### src/rtl/phase_err_pkg.sv
package phase_err_pkg;
  typedef enum logic [1:0] {
    DRV_OFF  = 2'd0,
    DRV_HS   = 2'd1,
    DRV_LS   = 2'd2,
    DRV_BOTH = 2'd3
  } drv_e;

  function automatic drv_e drv_decode(input logic hs, input logic ls);
    return drv_e'({ls, hs});
  endfunction
endpackage

### src/rtl/phase_win_cnt.sv
module phase_win_cnt #(
  parameter int CNT_W = 8
) (
  input  logic             clk_i,
  input  logic             rst_ni,
  input  logic             run_i,
  input  logic             restart_i,
  input  logic [CNT_W-1:0] deadtime_i,
  output logic [CNT_W-1:0] cnt_o,
  output logic             due_o
);
  localparam logic [CNT_W-1:0] CNT_MAX = {CNT_W{1'b1}};
  localparam logic [CNT_W-1:0] CNT_ONE = CNT_W'(1);

  logic [CNT_W-1:0] cnt_q;
  logic             done_q;

  assign due_o = run_i && !restart_i && !done_q &&
                 (deadtime_i != '0) && (cnt_q == deadtime_i);
  assign cnt_o = cnt_q;

  always_ff @(posedge clk_i or negedge rst_ni) begin
    if (!rst_ni) begin
      cnt_q  <= '0;
      done_q <= 1'b0;
    end else if (!run_i) begin
      cnt_q  <= '0;
      done_q <= 1'b0;
    end else if (restart_i) begin
      cnt_q  <= CNT_ONE;
      done_q <= 1'b0;
    end else begin
      if (cnt_q != CNT_MAX) cnt_q <= cnt_q + CNT_ONE;
      if (due_o) done_q <= 1'b1;
    end
  end

  // a new turn-on always reloads the window
  a_r10_restart_loads: assert property (@(posedge clk_i) disable iff (!rst_ni)
    restart_i |=> (cnt_q == CNT_ONE));
  // sampling instant occurs once per window
  a_r5_due_once: assert property (@(posedge clk_i) disable iff (!rst_ni)
    due_o |=> !due_o);
endmodule

### src/rtl/phase_chk.sv
module phase_chk
  import phase_err_pkg::*;
#(
  parameter int CNT_W = 8
) (
  input  logic             clk_i,
  input  logic             rst_ni,
  input  logic             hs_cmd_i,
  input  logic             ls_cmd_i,
  input  logic             sense_i,
  input  logic [CNT_W-1:0] deadtime_i,
  input  logic [CNT_W-1:0] blank_i,
  output logic             hs_err_o,
  output logic             ls_err_o
);
  drv_e             drv_now, drv_q;
  logic             active, restart, due, mismatch, fire;
  logic [CNT_W-1:0] cnt;

  assign drv_now  = drv_decode(hs_cmd_i, ls_cmd_i);
  assign active   = (drv_now == DRV_HS) || (drv_now == DRV_LS);
  assign restart  = active && (drv_now != drv_q);
  // node expected high when upper device on, low when lower device on
  assign mismatch = sense_i ^ (drv_now == DRV_HS);
  assign fire     = due && (cnt >= blank_i) && mismatch;

  phase_win_cnt #(.CNT_W(CNT_W)) u_win (
    .clk_i      (clk_i),
    .rst_ni     (rst_ni),
    .run_i      (active),
    .restart_i  (restart),
    .deadtime_i (deadtime_i),
    .cnt_o      (cnt),
    .due_o      (due)
  );

  always_ff @(posedge clk_i or negedge rst_ni) begin
    if (!rst_ni) begin
      drv_q    <= DRV_OFF;
      hs_err_o <= 1'b0;
      ls_err_o <= 1'b0;
    end else begin
      drv_q    <= drv_now;
      hs_err_o <= fire && (drv_now == DRV_HS);
      ls_err_o <= fire && (drv_now == DRV_LS);
    end
  end

  a_r2_hs_cause: assert property (@(posedge clk_i) disable iff (!rst_ni)
    hs_err_o |-> $past(hs_cmd_i && !ls_cmd_i && !sense_i));
  a_r3_ls_cause: assert property (@(posedge clk_i) disable iff (!rst_ni)
    ls_err_o |-> $past(ls_cmd_i && !hs_cmd_i && sense_i));
  a_r7_quiet_idle: assert property (@(posedge clk_i) disable iff (!rst_ni)
    (hs_cmd_i == ls_cmd_i) |=> !(hs_err_o || ls_err_o));
  a_r5_hs_pulse: assert property (@(posedge clk_i) disable iff (!rst_ni)
    hs_err_o |=> !hs_err_o);
  a_r5_ls_pulse: assert property (@(posedge clk_i) disable iff (!rst_ni)
    ls_err_o |=> !ls_err_o);
endmodule

### src/rtl/phase_err_det.sv
module phase_err_det #(
  parameter int NUM_PH = 3,
  parameter int CNT_W  = 8
) (
  input  logic              clk_i,
  input  logic              rst_ni,
  input  logic [NUM_PH-1:0] hs_cmd_i,
  input  logic [NUM_PH-1:0] ls_cmd_i,
  input  logic [NUM_PH-1:0] sense_i,
  input  logic [CNT_W-1:0]  deadtime_i,
  input  logic [CNT_W-1:0]  blank_i,
  output logic [NUM_PH-1:0] hs_err_o,
  output logic [NUM_PH-1:0] ls_err_o,
  output logic              phase_err_o,
  output logic              desat_o
);
  for (genvar p = 0; p < NUM_PH; p++) begin : g_ph
    phase_chk #(.CNT_W(CNT_W)) u_chk (
      .clk_i      (clk_i),
      .rst_ni     (rst_ni),
      .hs_cmd_i   (hs_cmd_i[p]),
      .ls_cmd_i   (ls_cmd_i[p]),
      .sense_i    (sense_i[p]),
      .deadtime_i (deadtime_i),
      .blank_i    (blank_i),
      .hs_err_o   (hs_err_o[p]),
      .ls_err_o   (ls_err_o[p])
    );
  end

  assign phase_err_o = |{hs_err_o, ls_err_o};
  assign desat_o     = |hs_err_o;

  a_r8_desat_in_phase: assert property (@(posedge clk_i) disable iff (!rst_ni)
    desat_o |-> phase_err_o);
  a_r11_zero_dt: assert property (@(posedge clk_i) disable iff (!rst_ni)
    (deadtime_i == '0) && $stable(deadtime_i) |=> !phase_err_o);
  always_comb begin
    if (rst_ni === 1'b0) a_r1_reset_quiet: assert (!phase_err_o && !desat_o);
  end
endmodule

### config.mk
export PLATFORM = sky130hd
export DESIGN_NAME = phase_err_det
export DESIGN_NICKNAME = d
export VERILOG_FILES = /design/src/rtl/phase_err_pkg.sv /design/src/rtl/phase_win_cnt.sv /design/src/rtl/phase_chk.sv /design/src/rtl/phase_err_det.sv
export SDC_FILE = /design/constraint.sdc
export NUM_CORES = 1
export LEC_CHECK = 0
export ABC_AREA = 1
export CELL_PAD_IN_SITES_DETAIL_PLACEMENT = 1
export CELL_PAD_IN_SITES_GLOBAL_PLACEMENT = 1
export CORE_MARGIN = 3
export CORE_UTILIZATION = 46
export DETAILED_ROUTE_END_ITERATION = 12
export DONT_BUFFER_PORTS = 1
export HOLD_SLACK_MARGIN = 0.06
export PLACE_DENSITY = 0.86
export SLEW_MARGIN = 20
export SYNTH_ARGS = -nofsm -noshare
export SYNTH_HDL_FRONTEND = slang
export SYNTH_SLANG_ARGS = --single-unit
### constraint.sdc
create_clock -name clk_i -period 1.5 [get_ports clk_i]
set_input_delay 0.3 -clock clk_i [delete_from_list [all_inputs] [get_ports clk_i]]
set_output_delay 0.3 -clock clk_i [all_outputs]
set_load 0.01 [all_outputs]
==> results of run 1 <==
[synth_stat cells (2+ instances only)]
| master | number |
|---|---|
| inv_1 | 69 |
| ha_1 | 33 |
| a31oi_1 | 2 |
| a21oi_1 | 29 |
| nor3_1 | 16 |
| xor2_1 | 5 |
| nor2_4 | 4 |
| o21ai_0 | 12 |
| buf_4 | 6 |
| inv_2 | 8 |
| xnor2_1 | 6 |
| nor3_2 | 3 |
| nand3_2 | 6 |
| o21ai_1 | 2 |
| dfrtp_1 | 39 |
| nor2_1 | 39 |
| nor2_2 | 2 |
| nand2_1 | 118 |
| nand3_1 | 14 |
[kinds of logic (layout without fill, tap and decap cells)]
| group | count (synthesis) | after routing | synth area share (%) |
|---|---|---|---|
| AOI/OAI and AO/OA | 51 | 51 | 9.334 |
| xor gates and xnor gates | 11 | 11 | 3.166 |
| adders and majority gates | 33 | 33 | 13.57 |
| buffers and inverters | 86 | 138 | 11.43 |
| DFF | 39 | 39 | 32.07 |
| and+or+nand+nor | 207 | 207 | 30.43 |
[routing by layer]
| layer | up-vias | part of all wire (%) | global-route usage, % |
|---|---|---|---|
| met2 | 112 | 51 | 45.14 |
| met4 | 0 | 4.3 | 10.60 |
| met3 | 45 | 5.6 | 5.582 |
| li1 | 1439 | - | - |
| met1 | 1572 | 39 | 31.58 |
| met5 | - | 0 | 0 |
[state kept, by name, indices dropped and copies added (netlist names)]
| name | cells |
|---|---|
| g_ph.u_chk.u_win.cnt_o | 24 |
| g_ph.u_chk.drv_q | 6 |
| g_ph.u_chk.hs_err_o | 3 |
| g_ph.u_chk.ls_err_o | 3 |
| g_ph.u_chk.u_win.done_q | 3 |
[where the power goes]
part	switching (W)	internal, W	total, W
clock network	0.000427	0.000326	0.000754
registers	0.0000240	0.00107	0.00110
logic	0.000291	0.000187	0.000479
total	0.000743	0.00159	0.00233
[metrics by stage]
step	util, %	hold WS (ns)	setup WS, ns
after floorplan	-	0.004409	0.2102
after global placement	51.43	0.005507	-0.08532
after detailed placement	51.43	0.005603	-0.1525
after CTS	55.64	0.2040	0.002452
after global routing	60.07	0.2078	-0.1576
final	60.07	0.2088	-0.09454
[path summary, 6_finish.rpt]
kind	end	slack [ns]	depth (start not counted)
max	g_ph[1].u_chk.ls_err_o$_DFF_PN0_	-0.09	9
min	g_ph[1].u_chk.u_win.cnt_o[0]$_DFFE_PN0P_	0.21	2
max reg2reg	g_ph[1].u_chk.ls_err_o$_DFF_PN0_	-0.09	9
min reg2reg	g_ph[2].u_chk.u_win.done_q$_DFFE_PN0P_	0.53	2
max in group asynchronous	g_ph[2].u_chk.u_win.cnt_o[2]$_DFFE_PN0P_	0.80	2
min in group asynchronous	g_ph[0].u_chk.u_win.cnt_o[7]$_DFFE_PN0P_	0.43	2
[layout make-up]
| cell class | instances | area [um2] |
|---|---|---|
| clock inverters | 2 | 12.51 |
| multi-input cells | 302 | 1949 |
| repair buffers | 51 | 420.4 |
| fillers | 809 | 2550 |
| clock buffers | 6 | 72.57 |
| flip-flops and latches | 39 | 982.2 |
| inverters | 79 | 302.8 |
| well taps | 77 | 96.34 |
[critical path, cell delays in order (launching register included)]
cell	delay [ns]
dfrtp_1	0.43
buf_4	0.19
inv_1	0.07
nand2_1	0.07
nand2_1	0.06
nor2_1	0.14
nand2_1	0.10
nor2_2	0.17
nand3_1	0.15
nor3_2	0.14
[what timing repair did]
item	in CTS	in global routing
pin swaps	4	19
gates resized for setup	11	45
hold endpoints to repair	45	0
buffers inserted	4	15
gates cloned	0	0
endpoints found under the setup margin	9	25
hold buffers	8	0
==> impl_results.md, run 1 <==
- Clk_lat worst skew: 0.31 ns
- Area of the mapped netlist: 3043 um2
- Critical Path Fanout Max: 4
- HPWL Detailed: 7267 um
- Worst slew pin tran: 0.4140 ns
- Max Fclk: 627.1 MHz
- Final #Nets: 538
- Via density per instance: 5.698
- EDFF count, synth: 0
- Sequential area share after synthesis: 32.07%
- Final Non-Filler Cells: 556
- GRT Overall Usage: 26.22%
- Post-synth cell types: 33
- RSZ-0062 raised after global routing: true
- Drt wl/cell: 20.91 um
- Initial drt markers: 221
- Syn nets: 487
- CP required: 1.72 ns
- Crit path launch type: flip-flop
- Largest net degree at the start of global routing: 40
- Ys async rst share: 100.0%
- Final hold vios: 0
- Initial core utilization: 47.65%
- Placed Cells: 523
- Leakage power: 1.990 nW
- Worst Setup End Kind: flip-flop
- RR Startpoint: g_ph[1].u_chk.u_win.cnt_o[1]$_DFFE_PN0P_
- Tcrit/Tclk final: 106.3%
- Worst path arrival time: 1.82 ns
- Final GP Congestion: 0.9034
- PnR worst setup slack: -0.09454 ns
- Pwr Density: 607.5 nW/um2
- Final critical-path required period: 1.595 ns
- Total gr overflow: 0
- Relative slew slack: 72.19%
- Clk root buf: clkbuf_8
- Setup violations, final: 8
- Final TNS setup: -0.3123 ns
- Width of the chip: 87.33 um
- Maximum VDD drop: 0.4069 mV
- CP Class: reg -> reg
- Ys flop type: dfrtp_1
- Reg clk slew, reported paths: 0.08 ns
- Area of the die: 7627 um2
- Post-DP Area: 3284 um2
- Slew Viols, Final: 0
- Start point of the worst min-delay path: ls_cmd_i[1]
- Power Total: 0.002330 W
- Most common cell after layout, fill and taps aside: nand2_1
- N_diodes: 0
- Critical Path Start: g_ph[1].u_chk.u_win.cnt_o[1]$_DFFE_PN0P_
- Vias in the first global route: 3266
- Layout cells sized above 1: 24.22%
- Max-cap violations: 0
- Die Y-Extent: 87.33 um
- Top cells by area, synth: dfrtp_1 (32%), nand2_1 (15%), ha_1 (14%), inv_1 (8.5%), nor2_1 (4.8%)
- Synth warnings: 0
- Register bit total from synthesis: 39
- Area grow syn2layout: 26.07%
- Clk_skew: 0.01093 ns
- Share of Yosys cell area claimed by the top area cell type: 32.07%
- Antenna Nets Post-Route: 0
- Run status: finished, violations left
- First-pass GRT wire length: 15570 um
- Post-Route WL: 11630 um
- Initial antenna violation count: 0
- DRC violations left: 0
- Hold/Removal Path Class: in -> reg
- Mean Syn Cell Area: 7.126 um2
- Cell area after layout: 3836 um2
- H-tree depth: 2
- Vias: 3168
- Row cnt: 29
- CTS buffer count: 5
- Most frequent cells in the layout: nand2_1 (115), inv_1 (67), buf_4 (41)
- Clock sinks: 39
- Largest buffer count on any clock path: 2
- Leading area contributor after synthesis: dfrtp_1
- Core Box Area: 6386 um2
- TritonCTS clock tree: done
- Failing checks: setup timing
- IO Pins: 35
- Detailed Routing Iterations Pass 1: 4
- Port Buf Inserts: 0
- Post-Syn Instances: 427
No activity file was read; power rests on OpenSTA's default activity.
==> inputs of run 2 (changes only) <==
Settings changed: CORE_MARGIN 3 to 2.
==> run 2 against run 1 <==
Net effect: the flow still finishes with violations (setup timing); maximum frequency is essentially flat; die area shrank 4.5%; combinational power shrank 6.5%; worst setup slack gained 0.0015 ns; via count shrank 5.8%; global-route usage grew 0.32 points.
==> impl_results.md, run 2 (synthesis gave the netlist of run 1 again) <==
- IO Pins: 35 (unchanged)
- Failing checks: setup timing
- Final TNS setup: -0.1895 ns (+0.1227 ns)
- Vias: 2984 (-5.8%)
- Start point of the worst min-delay path: ls_cmd_i[1]
- Core Box Area: 6386 um2 (unchanged)
- Comb pwr share: 19.7% (-0.8 points)
- Delay-heaviest family, CP: flip-flops
- Run status: finished, violations left
- Detailed Routing Iterations Pass 1: 4 (unchanged)
- Max-cap violations: 0 (unchanged)
- CP Class: reg -> reg
- Worst path arrival time: 1.80 ns (-0.02 ns)
- Number of flip-flops in the largest register: 24 (unchanged)
- Hold EP: g_ph[1].u_chk.u_win.cnt_o[0]$_DFFE_PN0P_
- Relative slew slack: 79.86% (+7.7 points)
- Final Non-Filler Cells: 543 (-2.3%)
- Crit-path slowest cell: dfrtp_1
- Initial core utilization: 47.65% (unchanged)
- Post-DP Area: 3247 um2 (-1.1%)
- FF-to-FF path depth: 6 (-3)
- Max Fclk: 627.7 MHz (about the same)
- RR Startpoint: g_ph[1].u_chk.u_win.cnt_o[0]$_DFFE_PN0P_
- Largest net degree at the start of global routing: 40 (unchanged)
- Area of the die: 7281 um2 (-4.5%)
- Hold Path Depth: 2 (unchanged)
- Final GP Congestion: 0.8302 (-8.1%)
- Area grow syn2layout: 18.50%
- DRC violations left: 0 (unchanged)
- Worst Setup End Kind: flip-flop
- Port Buf Inserts: 0 (unchanged)
- Most frequent cells in the layout: nand2_1 (117), inv_1 (68), nor2_1 (37)
- N_diodes: 0 (unchanged)
- Hold/Removal Path Class: in -> reg
- Clock Power Share: 32.1% (-0.2 points)
- Critical Path Fanout Max: 6 (+2)
- Switching Fraction: 30.62% (-1.2 points)
- Via density per instance: 5.495 (-3.6%)
- PnR worst setup slack: -0.09305 ns (+0.001487 ns)
- Clock sinks: 39 (unchanged)
- CP max stage delay: 0.44 ns (about the same)
- TritonCTS clock tree: done
- Maximum VDD drop: 0.5826 mV (+43%)
- Reg clk slew, reported paths: 0.08 ns (about the same)
- Cell area after layout: 3606 um2 (-6.0%)
- Final Util: 56.47% (-3.6 points)
- H-tree depth: 2 (unchanged)
- GR peak layer: met2
- First-pass GRT wire length: 15080 um (-3.1%)
- Tcrit/Tclk final: 106.2% (about the same)
- Most common cell after layout, fill and taps aside: nand2_1
- GRT Overall Usage: 26.54% (+0.32 points)
- Post-Route WL: 10030 um (-14%)
- Grt met3 use: 4.475% (-1.1 points)
- Width of the chip: 85.33 um (-2.3%)
- Drt wl/cell: 18.47 um (-12%)
- Clk_lat worst skew: 0.30 ns (about the same)
- Vias in the first global route: 3109 (-4.8%)
- Crit path launch type: flip-flop
- Clk root buf: clkbuf_8
- Slew Viols, Final: 0 (unchanged)
- Final critical-path required period: 1.593 ns (-0.001487 ns)
- GR Layer Usage met2: 48.30% (+3.2 points)
- Most used cell, CP: nand3_4
- Initial drt markers: 149 (-33%)
- Setup violations, final: 4 (-4)
- HPWL Detailed: 7081 um (-2.6%)
- Antenna Nets Post-Route: 0 (unchanged)
- Worst Path Buf+Inv: 0 (-2)
- Placed Cells: 518 (-0.96%)
- RSZ-0062 raised after global routing: true
- CTS buffer count: 5 (unchanged)
- Leakage power: 1.880 nW (-5.5%)
- Switching Power: 0.0006984 W (-6.0%)
- Pwr Density: 632.5 nW/um2 (+4.1%)
- Met1 usage: 32.60% (+1.0 points)
- Final hold vios: 0 (unchanged)
- Worst slew pin tran: 0.2990 ns (-0.1150 ns)
- Largest buffer count on any clock path: 2 (unchanged)
- CP required: 1.71 ns (about the same)
- CP cell instances: ha_2, nand3_4, nor2_4, nand3_4, a21oi_2, a21boi_1
- Die Y-Extent: 85.33 um (-2.3%)
- Row cnt: 29 (unchanged)
- Clk_skew: 0.005630 ns (-0.005300 ns)
- Layout cells sized above 1: 19.31% (-4.9 points)
- Slack of the worst reg-to-reg path: -0.09 ns (about the same)
- Reg power frac: 48.3% (+1.2 points)
- FF-to-FF End: g_ph[1].u_chk.u_win.cnt_o[4]$_DFFE_PN0P_
- Initial antenna violation count: 0 (unchanged)
- Total gr overflow: 0 (unchanged)
- Final #Nets: 525 (-2.4%)
- Internal: 0.001582 W (-0.34%)
==> run 2: metrics by stage <==
step | setup WS (ns) | hold slack, ns | total power, W
2_1_floorplan | 0.2102 | 0.004409 | 0.001348
5_1_grt | -0.1361 | 0.2045 | 0.002378
3_3_place_gp | 0.008937 | 0.005522 | 0.001442
6_report | -0.09305 | 0.2011 | 0.002281
4_1_cts | 0.01449 | 0.1909 | 0.002231
3_5_place_dp | -0.01744 | 0.005659 | 0.001459
==> run 2: per-layer routing <==
layer / part of all wire, % / up-vias
li1: - / 1414
met1: 42 / 1482
met2: 51 / 66
met3: 4.4 / 22
met4: 2.4 / 0
met5: 0 / -
==> run 2: repair_timing <==
| action | 4_1_cts | 5_1_grt |
|---|---|---|
| hold buffers | 8 | 0 |
| resized for setup | 2 | 30 |
| setup buffers | 0 | 9 |
| pin swaps | 0 | 6 |
| endpoints found under the setup margin | 2 | 21 |
| endpoints found under the hold margin | 45 | 0 |
==> run 2: worst max-delay path by stage <==
| stage | endpoint | depth (start not counted) | slack (ns) | start |
|---|---|---|---|---|
| after detailed placement | g_ph[0].u_chk.hs_err_o$_DFF_PN0_ | 7 | -0.02 | blank_i[7] |
| after floorplan | g_ph[2].u_chk.u_win.cnt_o[0]$_DFFE_PN0P_ | 8 | 0.21 | g_ph[2].u_chk.u_win.cnt_o[0]$_DFFE_PN0P_ |
| after global routing | g_ph[1].u_chk.ls_err_o$_DFF_PN0_ | 8 | -0.14 | g_ph[1].u_chk.u_win.cnt_o[0]$_DFFE_PN0P_ |
| after global placement | g_ph[2].u_chk.ls_err_o$_DFF_PN0_ | 9 | 0.009 | blank_i[1] |
| final | g_ph[1].u_chk.u_win.cnt_o[4]$_DFFE_PN0P_ | 6 | -0.09 | g_ph[1].u_chk.u_win.cnt_o[0]$_DFFE_PN0P_ |
| after CTS | g_ph[0].u_chk.hs_err_o$_DFF_PN0_ | 8 | 0.01 | g_ph[0].u_chk.u_win.cnt_o[3]$_DFFE_PN0P_ |
==> run 2: worst register-to-register path, stage by stage (launching register included) <==
cell and delay (ns):
dfrtp_1 0.44, ha_2 0.26, nand3_4 0.11, nor2_4 0.16, nand3_4 0.15, a21oi_2 0.18
a21boi_1 0.21
==> run 2: power groups by stage <==
stage	combinational, W	clock [W]	sequential, W
2_1_floorplan	0.000235	0	0.00111
3_3_place_gp	0.000325	0	0.00112
3_5_place_dp	0.000342	0	0.00112
4_1_cts	0.000396	0.000737	0.00110
5_1_grt	0.000500	0.000775	0.00110
6_report	0.000448	0.000732	0.00110
==> run 2: final cells by class <==
type | count | area, um2
fill | 841 | 2780
multi-input combinational | 302 | 1831
sequential | 39 | 983.4
timing repair buffer | 38 | 315.3
inverter | 79 | 299.0
tap | 77 | 96.34
clock buffer | 7 | 76.32
clock inverter | 1 | 5.005
